===== config.mk =====
export PLATFORM = sky130hd
export DESIGN_NAME = codec_init_seq
export DESIGN_NICKNAME = d
export VERILOG_FILES = /design/src/rtl/codec_init_seq.sv
export SDC_FILE = /design/constraint.sdc
export NUM_CORES = 1
export LEC_CHECK = 0
export BUFFER_PORTS_ARGS = -buffer_cell sky130_fd_sc_hd__buf_2
export CAP_MARGIN = 20
export CORE_AREA = 2 2 79 81
export CTS_CLUSTER_SIZE = 40
export DETAILED_ROUTE_END_ITERATION = 8
export DIE_AREA = 0 0 81 83
export GPL_TIMING_DRIVEN = 0
export PLACE_DENSITY = 0.81
export SYNTH_ARGS = -nofsm -noshare
export SYNTH_HDL_FRONTEND = slang
export SYNTH_SLANG_ARGS = --single-unit

===== constraint.sdc =====
create_clock -name clk -period 2.15 [get_ports clk]
set_clock_uncertainty 0.1 [all_clocks]
set_input_delay 0.3225 -clock clk [delete_from_list [all_inputs] [get_ports clk]]
set_output_delay 0.3225 -clock clk [all_outputs]
set_load 0.02 [all_outputs]

===== src/rtl/codec_init_seq.sv =====
module codec_init_seq #(
  parameter int DW      = 24,
  parameter int LEN_00  = 1059,
  parameter int LEN_01  = 267,
  parameter int LEN_10  = 531,
  parameter int LEN_11  = 135,
  parameter int DAC_LEN = 2
) (
  input  logic          clk,
  input  logic          rst_n,
  input  logic          fs_tick,
  input  logic          adc_en_l,
  input  logic          adc_en_r,
  input  logic          mic_en_l,
  input  logic          mic_en_r,
  input  logic          dac_en,
  input  logic [1:0]    len_sel,
  input  logic [DW-1:0] adc_in_l,
  input  logic [DW-1:0] adc_in_r,
  input  logic [DW-1:0] dac_in_l,
  input  logic [DW-1:0] dac_in_r,
  output logic [DW-1:0] adc_out_l,
  output logic [DW-1:0] adc_out_r,
  output logic [DW-1:0] dac_out_l,
  output logic [DW-1:0] dac_out_r,
  output logic          adc_busy,
  output logic          dac_busy
);

  localparam int M01     = (LEN_00 > LEN_01) ? LEN_00 : LEN_01;
  localparam int M23     = (LEN_10 > LEN_11) ? LEN_10 : LEN_11;
  localparam int LEN_MAX = (M01 > M23) ? M01 : M23;
  localparam int CW      = $clog2(LEN_MAX + 1);
  localparam int DCW     = $clog2(DAC_LEN + 1);

  function automatic logic [CW-1:0] sel_len(input logic [1:0] s);
    case (s)
      2'b00:   return CW'(LEN_00);
      2'b01:   return CW'(LEN_01);
      2'b10:   return CW'(LEN_10);
      default: return CW'(LEN_11);
    endcase
  endfunction

  logic          grp_on, grp_q, dac_q;
  logic          abusy_q, dbusy_q;
  logic [CW-1:0]  cnt;
  logic [DCW-1:0] dcnt;
  logic          adc_zero, dac_zero;

  assign grp_on = adc_en_l | adc_en_r | mic_en_l | mic_en_r;

  always_ff @(posedge clk or negedge rst_n) begin
    if (!rst_n) begin
      grp_q   <= 1'b0;
      abusy_q <= 1'b0;
      cnt     <= '0;
    end else begin
      grp_q <= grp_on;
      if (!grp_on) begin
        abusy_q <= 1'b0;
        cnt     <= '0;
      end else if (!grp_q) begin
        abusy_q <= 1'b1;
        cnt     <= sel_len(len_sel);
      end else if (abusy_q && fs_tick) begin
        if (cnt == CW'(1)) begin
          abusy_q <= 1'b0;
          cnt     <= '0;
        end else begin
          cnt <= cnt - CW'(1);
        end
      end
    end
  end

  always_ff @(posedge clk or negedge rst_n) begin
    if (!rst_n) begin
      dac_q   <= 1'b0;
      dbusy_q <= 1'b0;
      dcnt    <= '0;
    end else begin
      dac_q <= dac_en;
      if (!dac_en) begin
        dbusy_q <= 1'b0;
        dcnt    <= '0;
      end else if (!dac_q) begin
        dbusy_q <= 1'b1;
        dcnt    <= DCW'(DAC_LEN);
      end else if (dbusy_q && fs_tick) begin
        if (dcnt == DCW'(1)) begin
          dbusy_q <= 1'b0;
          dcnt    <= '0;
        end else begin
          dcnt <= dcnt - DCW'(1);
        end
      end
    end
  end

  assign adc_zero  = abusy_q | ~grp_q | ~grp_on;
  assign dac_zero  = dbusy_q | ~dac_q | ~dac_en;
  assign adc_out_l = adc_zero ? '0 : adc_in_l;
  assign adc_out_r = adc_zero ? '0 : adc_in_r;
  assign dac_out_l = dac_zero ? '0 : dac_in_l;
  assign dac_out_r = dac_zero ? '0 : dac_in_r;
  assign adc_busy  = abusy_q;
  assign dac_busy  = dbusy_q;


  a_r1_start: assert property (@(posedge clk) disable iff (!rst_n)
    (grp_on && !grp_q) |=> adc_busy);

  a_r2_load_len: assert property (@(posedge clk) disable iff (!rst_n)
    (grp_on && !grp_q) |=> (cnt == sel_len($past(len_sel))));

  a_r4_busy_zero: assert property (@(posedge clk) disable iff (!rst_n)
    adc_busy |-> (adc_out_l == '0 && adc_out_r == '0 && cnt != '0));

  a_r7_hold: assert property (@(posedge clk) disable iff (!rst_n)
    (adc_busy && grp_on && grp_q && !fs_tick) |=> (adc_busy && $stable(cnt)));

  a_r9_abort: assert property (@(posedge clk) disable iff (!rst_n)
    !grp_on |=> (!adc_busy && adc_out_l == '0 && adc_out_r == '0));

  a_r10_dac_start: assert property (@(posedge clk) disable iff (!rst_n)
    (dac_en && !dac_q) |=> (dac_busy && dcnt == DCW'(DAC_LEN)));

  a_r11_dac_end: assert property (@(posedge clk) disable iff (!rst_n)
    (dac_busy && dac_en && fs_tick && dcnt == DCW'(1)) |=> !dac_busy);

endmodule


== Yosys cells after proc, flatten, opt, wreduce, memory -nomap -nowiden ==
Index checks and enable logic that the tools add are counted.

* Register bits after elaboration: 17
* Output and inout bits: 98

* Add/sub/neg operators: 2
* Equality and inequality tests: 8
* Mux-type cells: 21
* Bitwise gates (word level): 11
* Reduce and logical (&&, ||, !) cells: 5

{| class="wikitable"
|+ Operator list
! kind !! number
|-
| 24-bit two-way mux || 4
|-
| 11-bit two-way mux || 4
|-
| 11-bit case mux with 3 select lines || 1
|-
| 3-bit by 2-bit inequality test with 1-bit output, second input constant || 4
|-
| 11-bit by 1-bit equality test with 1-bit output, second input constant || 1
|-
| 11-bit by 1-bit subtractor with 11-bit output, second input constant || 1
|-
| 1-bit two-way mux || 8
|-
| 2-bit two-way mux || 4
|-
| 1-bit bitwise OR || 7
|-
| 2-bit by 1-bit equality test with 1-bit output, second input constant || 2
|-
| 1-bit NOT || 4
|-
| 2-bit AND reduction || 2
|-
| 2-bit equality test, second input constant || 1
|-
| 1-bit logical AND || 2
|-
| 2-bit zero test || 1
|-
| 2-bit by 1-bit subtractor with 2-bit output, second input constant || 1
|}

== Logic depth before layout (Yosys ltp) ==
Gate-level depths: netlist (run 1).

* Word-level depth: 6
* Depth in mapped cells: 7
* Mapped depth without buffers: 6

== Worst setup path before layout (run 1) ==
OpenSTA, ideal clock, no wires.

* Path type: in2out
* Start: in adc_en_r
* End: out adc_out_r[10]
* Data arrival time: 1.476 ns
* Required time: 1.727 ns
* Slack: 0.252 ns
* Stages on the path: 7
* Buffers on the path: 2
* Path through: nor4_4 inv_2 nand2_1 nor2_1 clkbuf_1 buf_2 and2_1

* Longest elaborated chain between the ends: 6

{| class="wikitable"
|+ RTL lines
! what !! line !! RTL
|-
| start: declaration || 13 || <nowiki>input logic adc_en_r,</nowiki>
|-
| 1-bit bitwise OR (3 in series) || 51 || <nowiki>assign grp_on = adc_en_l | adc_en_r | mic_en_l | mic_en_r;</nowiki>
|-
| named net grp_on || 45 || <nowiki>logic grp_on, grp_q, dac_q;</nowiki>
|-
| 1-bit NOT || 101 || <nowiki>assign adc_zero = abusy_q | ~grp_q | ~grp_on;</nowiki>
|-
| 1-bit bitwise OR || 101 ||
|-
| 24-bit two-way mux || 104 || <nowiki>assign adc_out_r = adc_zero ? '0 : adc_in_r;</nowiki>
|-
| end: declaration || 23 || <nowiki>output logic [DW-1:0] adc_out_r,</nowiki>
|}

The timed path passes the listed nets, and every way through them passes these cells.

== Worst setup path after layout (run 1) ==
* Start: in adc_en_r
* End: out adc_out_r[17]

The elaborated chain is that of the path after synthesis.

==> flow_metrics.py, run 1 <==
metrics = {
    "sta": {
        "drv_slew": 0,
        "report.final.setup_viol": 0,
        "slew-limit-headroom_pct": 62.7,
        "finalSetupTns_ns": 0,
        "period_share_pct": 97.4,
        "final_hold_viol_count": 0,
        "tightest_slew_ns": 0.554,
        "unrepaired_setup_endpoints_after_global_routing": "true",
        "fmaxAchievable_mhz": 478,
        "period_needed_ns": 2.09,
    },
    "critical_path": {
        "cp-start-kind": "input port",
        "worst-path-buf-inv": 5,
        "critical_path_required_ns": 1.73,
        "crit-reg2reg-launch": "cnt[1]",
        "timing.critical_path.max_delay_family": "buffers and inverters",
        "critical_path_arrival_ns": 1.67,
        "critical_path.max_fanout": 10,
        "critical_path_class": "in2out",
        "crit_top_cell": "sky130_fd_sc_hd__buf_2",
        "critical_path.slowest_cell": "sky130_fd_sc_hd__nor4_4",
        "r2r-end": "cnt[8]",
        "cpPeakStageDelay_ns": 0.31,
        "register_to_register_path_setup_slack_ns": 0.22,
        "reg2reg_depth": 7,
        "cp-startpoint": "adc_en_r",
        "critical_path.endpoint": "adc_out_r[17]",
        "cell_breakdown_of_the_critical_path": "buf_2 -> nor4_4 -> inv_2 -> nand2_2 -> nor2_4 -> buf_2 -> buf_2 -> and2_1 -> buf_2",
        "timing.critical_path.depth": 9,
        "timing.critical_path.to_type": "output port",
    },
    "placed_design": {
        "place.port_buffers": 203,
        "placed_instance_area_mm2": 0.00283,
        "gp_congestion": 0.837,
        "dp_hpwl_um": 6850,
    },
    "die": {
        "die-height_um": 83,
        "fp-row-count": 28,
        "num_io_pins": 204,
        "core_mm2": 0.00582,
        "initial_utilization_pct": 29.6,
        "die_width_um": 81,
        "die-area_mm2": 0.00672,
    },
    "worst_hold_path": {
        "min-delay-path-class": "in2reg",
        "worst_hold_startpoint": "dac_en",
    },
    "detailed_routing": {
        "detailedRoute.firstPassIterationCount": 4,
        "ant_nets": 0,
        "via_count": 2348,
        "detailedRoute.firstIterationViolations": 119,
        "drc": 0,
        "wirelength_um": 7860,
        "via_per_inst": 4.61,
        "route.detailed.wl_per_inst_um": 15.4,
    },
    "synthesis": {
        "ys_types": 41,
        "yosys-top-cells-area": "sky130_fd_sc_hd__and2_1 (35%), sky130_fd_sc_hd__dfrtp_1 (25%), sky130_fd_sc_hd__nand2_1 (2.6%)",
        "synth_seq_cells": 17,
        "netlist_instances": 220,
        "synthesis.nets": 329,
        "ys_seq_area_share_pct": 24.7,
        "yosysTopAreaCell": "sky130_fd_sc_hd__and2_1",
        "ys_warn_count": 0,
        "post_synth.cell_area_avg_um2": 7.84,
        "synth_largest_type_area_fraction_pct": 34.8,
        "post_synth_instance_area_mm2": 0.00172,
    },
    "clocking": {
        "cts-htree-levels": 1,
        "cts_max_path_buffers": 2,
        "insertion_delay_ns": 0.26,
        "ctsRootBufferMaster": "sky130_fd_sc_hd__clkbuf_8",
        "cts_inserted_buffers": 3,
        "clock_sinks": 17,
        "cts.reportedPaths.clkPinSlew_ns": 0.07,
        "cts_tree": "yes",
    },
    "run_status": {
        "status": "finished clean",
    },
    "global_route": {
        "grt_max_degree": 18,
        "antenna_found_initial": 1,
        "grt.total_usage_pct": 22.2,
        "global_route.overflow_total": 0,
        "grt_first_pass_wirelength_um": 11400,
        "vias_in_the_first_global_route": 2159,
    },
    "power": {
        "peakVddDrop_v": 0.000365,
        "p_per_area_mw_per_mm2": 901,
        "power.static_leakage_nw": 1.74,
    },
    "finish": {
        "nFillCells": 573,
        "post_route_cells_drive_above_1_share_pct": 54.0,
        "finalNetCount": 543,
        "area_growth_pct": 72.4,
        "finalInstanceArea_mm2": 0.00297,
    },
    "flow_run": {
        "max_cap_violations": 0,
    },
}
## worst register-to-register path, delay by kind of cell (launching register included)
family / cells / cell delay [ns]
AOI/OAI and AO/OA: 2 / 0.29
DFF: 1 / 0.41
and+or+nand+nor: 2 / 0.61
adders and majority gates: 1 / 0.17
buffers and inverters: 2 / 0.25
## cells in the final DEF (no fill, tap or decap), drive strengths merged, types with 2 or more instances in the layout
cell type and instances:
and2 96, nor3b 2, clkbuf 12, o31ai 2, inv 8, ha 3, buf 213, nor2 8
o21ai 8, nand2 12, a21oi 5, and3 4, a31oi 3, nor4 4, nor3 4, or3 4
o2bb2ai 5, nor4b 2, a21boi 2, dfrtp 17, o31a 2, nand4 2
## metrics by stage
| step | power (W) | util [%] | hold WS [ns] | setup WS (ns) | cells |
|---|---|---|---|---|---|
| final | 0.00268 | 51.1 | 0.112 | 0.0569 | 509 |
| after global placement | 0.00232 | 48.7 | 0.161 | -0.169 | 498 |
| after floorplan | 0.00179 | - | -0.0731 | 0.252 | 220 |
| after CTS | 0.00263 | 50.0 | 0.109 | 0.0109 | 504 |
| after detailed placement | 0.00237 | 48.7 | 0.170 | -0.207 | 498 |
| after global routing | 0.00286 | 51.1 | 0.117 | -0.0576 | 508 |
## repair_timing
item	CTS	global route
hold buffers	1	0
hold endpoints to repair	17	0
endpoints found under the setup margin	68	65
pin swaps	1	1
resized for setup	5	11
setup buffers	1	4
## synth_stat cells
master	number
sky130_fd_sc_hd__o2bb2ai_1	5
sky130_fd_sc_hd__a21boi_0	2
sky130_fd_sc_hd__and3_1	4
sky130_fd_sc_hd__o31ai_1	2
sky130_fd_sc_hd__o22ai_2	1
sky130_fd_sc_hd__and3b_1	1
sky130_fd_sc_hd__a21oi_1	5
sky130_fd_sc_hd__or3_1	4
sky130_fd_sc_hd__nor2_1	7
sky130_fd_sc_hd__inv_1	7
sky130_fd_sc_hd__nand2_1	12
sky130_fd_sc_hd__a22o_1	1
sky130_fd_sc_hd__nor4_4	2
sky130_fd_sc_hd__xor2_1	1
sky130_fd_sc_hd__buf_4	1
sky130_fd_sc_hd__nor3_1	4
sky130_fd_sc_hd__nand3b_1	1
sky130_fd_sc_hd__a32o_1	1
sky130_fd_sc_hd__a2111oi_4	1
sky130_fd_sc_hd__clkbuf_1	8
sky130_fd_sc_hd__o41ai_1	1
sky130_fd_sc_hd__inv_2	1
sky130_fd_sc_hd__nor2_2	1
sky130_fd_sc_hd__o21a_1	1
sky130_fd_sc_hd__a41o_1	1
sky130_fd_sc_hd__ha_1	3
sky130_fd_sc_hd__nand4_1	2
sky130_fd_sc_hd__nor4_1	2
sky130_fd_sc_hd__clkbuf_2	1
sky130_fd_sc_hd__nand3_1	1
sky130_fd_sc_hd__or4_1	1
sky130_fd_sc_hd__a31oi_1	3
sky130_fd_sc_hd__buf_2	4
sky130_fd_sc_hd__mux2i_1	1
sky130_fd_sc_hd__and2_1	96
sky130_fd_sc_hd__nor3b_1	2
sky130_fd_sc_hd__o31a_1	2
sky130_fd_sc_hd__dfrtp_1	17
sky130_fd_sc_hd__o21ai_1	2
sky130_fd_sc_hd__o21ai_0	6
sky130_fd_sc_hd__nor4b_2	2
## power breakdown
| part | internal, W | switching [W] | total, W |
|---|---|---|---|
| sequential | 0.000421 | 0.000168 | 0.000589 |
| clock | 0.000129 | 0.000119 | 0.000248 |
| combinational | 0.000772 | 0.00107 | 0.00184 |
## worst min path at each step
stage | endpoint | slack (ns) | cells past startpoint
after global placement | cnt[2] | 0.16 | 1
after CTS | dac_q | 0.11 | 1
after detailed placement | cnt[2] | 0.17 | 1
final | dac_q | 0.11 | 1
after floorplan | adc_busy | -0.07 | 0
after global routing | dac_q | 0.12 | 1
## state kept, by name, summed over array words and instances, names as in the netlist
signal and flops:
adc_busy 1, cnt 11, grp_q 1, dcnt 2
dac_busy 1, dac_q 1
## kinds of logic (layout without fill, tap and decap cells)
| logic type | after synthesis | after routing | share of synthesized area (%) |
|---|---|---|---|
| AO/OA/AOI/OAI | 34 | 34 | 15.1 |
| XOR/XNOR | 1 | 1 | 0.508 |
| adder cells (fa/ha/maj) | 3 | 3 | 2.18 |
| buffers and inverters | 22 | 235 | 5.37 |
| flip-flops | 17 | 17 | 24.7 |
| multiplexers | 1 | 1 | 0.581 |
| other | 0 | 1 | 0 |
| AND/OR/NAND/NOR | 142 | 142 | 51.6 |
## area by class of cell
class                   count  area [µm²]  share of cell area, %
diodes                      1        2.50                 0.0842
plain buffers              14        72.6                   2.44
clock buffers               3        41.3                   1.39
clock inverters             1        5.00                  0.168
inverters                   8        30.0                   1.01
multi-input cells         181        1240                   41.6
flip-flops and latches     17         425                   14.3
well taps                  75        93.8                   3.16
repair buffers            209        1060                   35.8
## routing by layer
metal | wire length, µm | share of wire (%) | GRT usage [%] | vias to the layer above
met1 | 2670 | 34 | 23.0 | 1053
li1 | - | - | - | 1162
met2 | 4500 | 57 | 44.7 | 123
met5 | 0 | 0 | 0 | -
met4 | 166 | 2.1 | 6.47 | 0
met3 | 523 | 6.7 | 2.17 | 10
Power figures use the tool's default switching activity.
==> inputs of run 2 (changes only) <==
--- a/config.mk
+++ b/config.mk
@@ -5,6 +5,7 @@
 export SDC_FILE = /design/constraint.sdc
 export NUM_CORES = 1
 export LEC_CHECK = 0
+export ABC_AREA = 0
 export BUFFER_PORTS_ARGS = -buffer_cell sky130_fd_sc_hd__buf_2
 export CAP_MARGIN = 20
 export CORE_AREA = 2 2 79 81
==> constraint.sdc (replaced) <==
create_clock -name clk -period 2.3 [get_ports clk]
set_clock_uncertainty 0.1 [all_clocks]
set_input_delay 0.345 -clock clk [delete_from_list [all_inputs] [get_ports clk]]
set_output_delay 0.345 -clock clk [all_outputs]
set_load 0.005 [all_outputs]
==> flow_metrics.py, run 2 (synthesis gave the netlist of run 1 again) <==
metrics = {
    "run_status": {
        "status": "finished clean",
    },
    "critical_path": {
        "timing.critical_path.max_delay_family": "buffers and inverters",
        "critical_path_arrival_ns": 1.70,
        "critical_path_required_ns": 1.86,
        "cp-start-kind": "input port",
        "crit-reg2reg-launch": "cnt[1]",
        "critical_path.slowest_cell": "sky130_fd_sc_hd__nor4_4",
        "critical_path.max_fanout": 10,
        "crit_top_cell": "sky130_fd_sc_hd__buf_2",
        "worst-path-buf-inv": 5,
        "timing.critical_path.to_type": "output port",
        "critical_path_class": "in2out",
        "reg2reg_depth": 7,
        "register_to_register_path_setup_slack_ns": 0.17,
        "cpPeakStageDelay_ns": 0.31,
        "cp-startpoint": "adc_en_r",
        "r2r-end": "cnt[8]",
        "cell_breakdown_of_the_critical_path": "buf_2 -> nor4_4 -> inv_2 -> nand2_1 -> nor2_2 -> clkbuf_2 -> buf_2 -> and2_1 -> buf_2",
    },
    "global_route": {
        "antenna_found_initial": 1,
        "global_route.overflow_total": 0,
        "grt_max_degree": 18,
        "vias_in_the_first_global_route": 2141,
        "grt_first_pass_wirelength_um": 11300,
        "grt.total_usage_pct": 22.1,
    },
    "clocking": {
        "cts_inserted_buffers": 3,
        "cts-htree-levels": 1,
        "insertion_delay_ns": 0.26,
        "cts_tree": "yes",
        "cts_max_path_buffers": 2,
        "cts.reportedPaths.clkPinSlew_ns": 0.07,
        "clock_sinks": 17,
        "ctsRootBufferMaster": "sky130_fd_sc_hd__clkbuf_8",
    },
    "sta": {
        "report.final.setup_viol": 0,
        "period_needed_ns": 2.15,
        "drv_slew": 0,
        "fmaxAchievable_mhz": 465,
        "hold_ws_ns": 0.133,
        "period_share_pct": 93.4,
        "slew-limit-headroom_pct": 56.1,
        "final_hold_viol_count": 0,
        "post-route-worst-setup-slack_ns": 0.151,
        "tightest_slew_ns": 0.657,
    },
    "die": {
        "initial_utilization_pct": 29.6,
        "die_width_um": 81,
        "core_mm2": 0.00582,
        "fp-row-count": 28,
        "num_io_pins": 204,
        "die-height_um": 83,
        "die-area_mm2": 0.00672,
    },
    "finish": {
        "area_growth_pct": 69.1,
        "largest_reg_flops": 11,
        "nFillCells": 577,
        "post_route_cells_drive_above_1_share_pct": 53.0,
        "register_area_um2": 425,
        "finalNetCount": 540,
        "multiInputGateArea_mm2": 0.00121,
        "most-common-layout-cells": "sky130_fd_sc_hd__buf_2 (207), sky130_fd_sc_hd__and2_1 (96), sky130_fd_sc_hd__dfrtp_1 (17)",
        "layout.cells.most_common": "sky130_fd_sc_hd__buf_2",
        "registers.top_by_ff_count": "cnt",
        "top_regs": "cnt (11), dcnt (2)",
    },
    "detailed_routing": {
        "via_count": 2343,
        "drc": 0,
        "detailedRoute.firstIterationViolations": 146,
        "via_per_inst": 4.63,
        "wirelength_um": 7770,
        "detailedRoute.firstPassIterationCount": 4,
        "route.detailed.wl_per_inst_um": 15.4,
        "ant_nets": 0,
    },
    "worst_hold_path": {
        "holdPathStages": 1,
        "min-delay-path-class": "in2reg",
        "worst_hold_startpoint": "dac_en",
        "hold_path_end": "dac_q",
    },
    "power": {
        "p_per_area_mw_per_mm2": 739,
        "total_power_w": 0.00215,
        "power.static_leakage_nw": 1.72,
        "peakVddDrop_v": 0.000335,
    },
    "placed_design": {
        "gp_congestion": 0.837,
        "place.port_buffers": 203,
        "dpl_worst_slack_ns": -0.0696,
        "dp_hpwl_um": 6850,
    },
    "flow_run": {
        "max_cap_violations": 0,
    },
}
-- run 2: final cells by class --
| type | instances | area share [%] |
|---|---|---|
| Multi-Input combinational cell | 181 | 41.5 |
| Buffer | 14 | 2.32 |
| Inverter | 8 | 1.03 |
| Clock buffer | 3 | 1.42 |
| Antenna cell | 1 | 0.0858 |
| Clock inverter | 1 | 0.172 |
| Tap cell | 75 | 3.22 |
| Timing Repair Buffer | 206 | 35.7 |
| Sequential cell | 17 | 14.6 |
-- run 2: per-stage QoR --
step	util (%)	instances	instance area [µm²]	setup TNS (ns)
floorplan	-	220	1720	0
global placement	48.7	498	2830	-0.527
detailed placement	48.7	498	2830	-1.17
CTS	49.8	504	2900	0
global route	50.1	505	2910	-0.00173
finish	50.1	506	2920	0
-- run 2: routing by layer --
layer	GRT usage, %	wire (µm)
met1	22.9	2680
met2	44.5	4450
met3	2.17	483
met4	6.47	157
met5	0	0
-- run 2: power by group --
part	switching (W)	total [W]	internal (W)	leakage (nW)
logic	0.000693	0.00138	0.000691	1.48
registers	0.000141	0.000535	0.000393	0.216
clock network	0.000114	0.000235	0.000121	0.0255
total	0.000948	0.00215	0.00120	1.72
-- run 2: timing repair --
item	in CTS	in global routing
setup endpoints to repair	22	35
hold endpoints to repair	17	0
cloned	0	0
buffers inserted	1	1
gates resized for setup	1	6
pin swaps	1	1
hold buffers	1	0
-- run 2: how the worst max path moves through the flow --
stage	end	slack (ns)	cells after the start
2_1_floorplan	adc_out_r[10]	0.43	7
3_3_place_gp	adc_out_r[4]	-0.03	9
3_5_place_dp	adc_out_r[15]	-0.07	9
4_1_cts	adc_out_r[15]	0.03	6
5_1_grt	adc_out_r[15]	-0.001	9
6_report	adc_out_r[17]	0.15	9
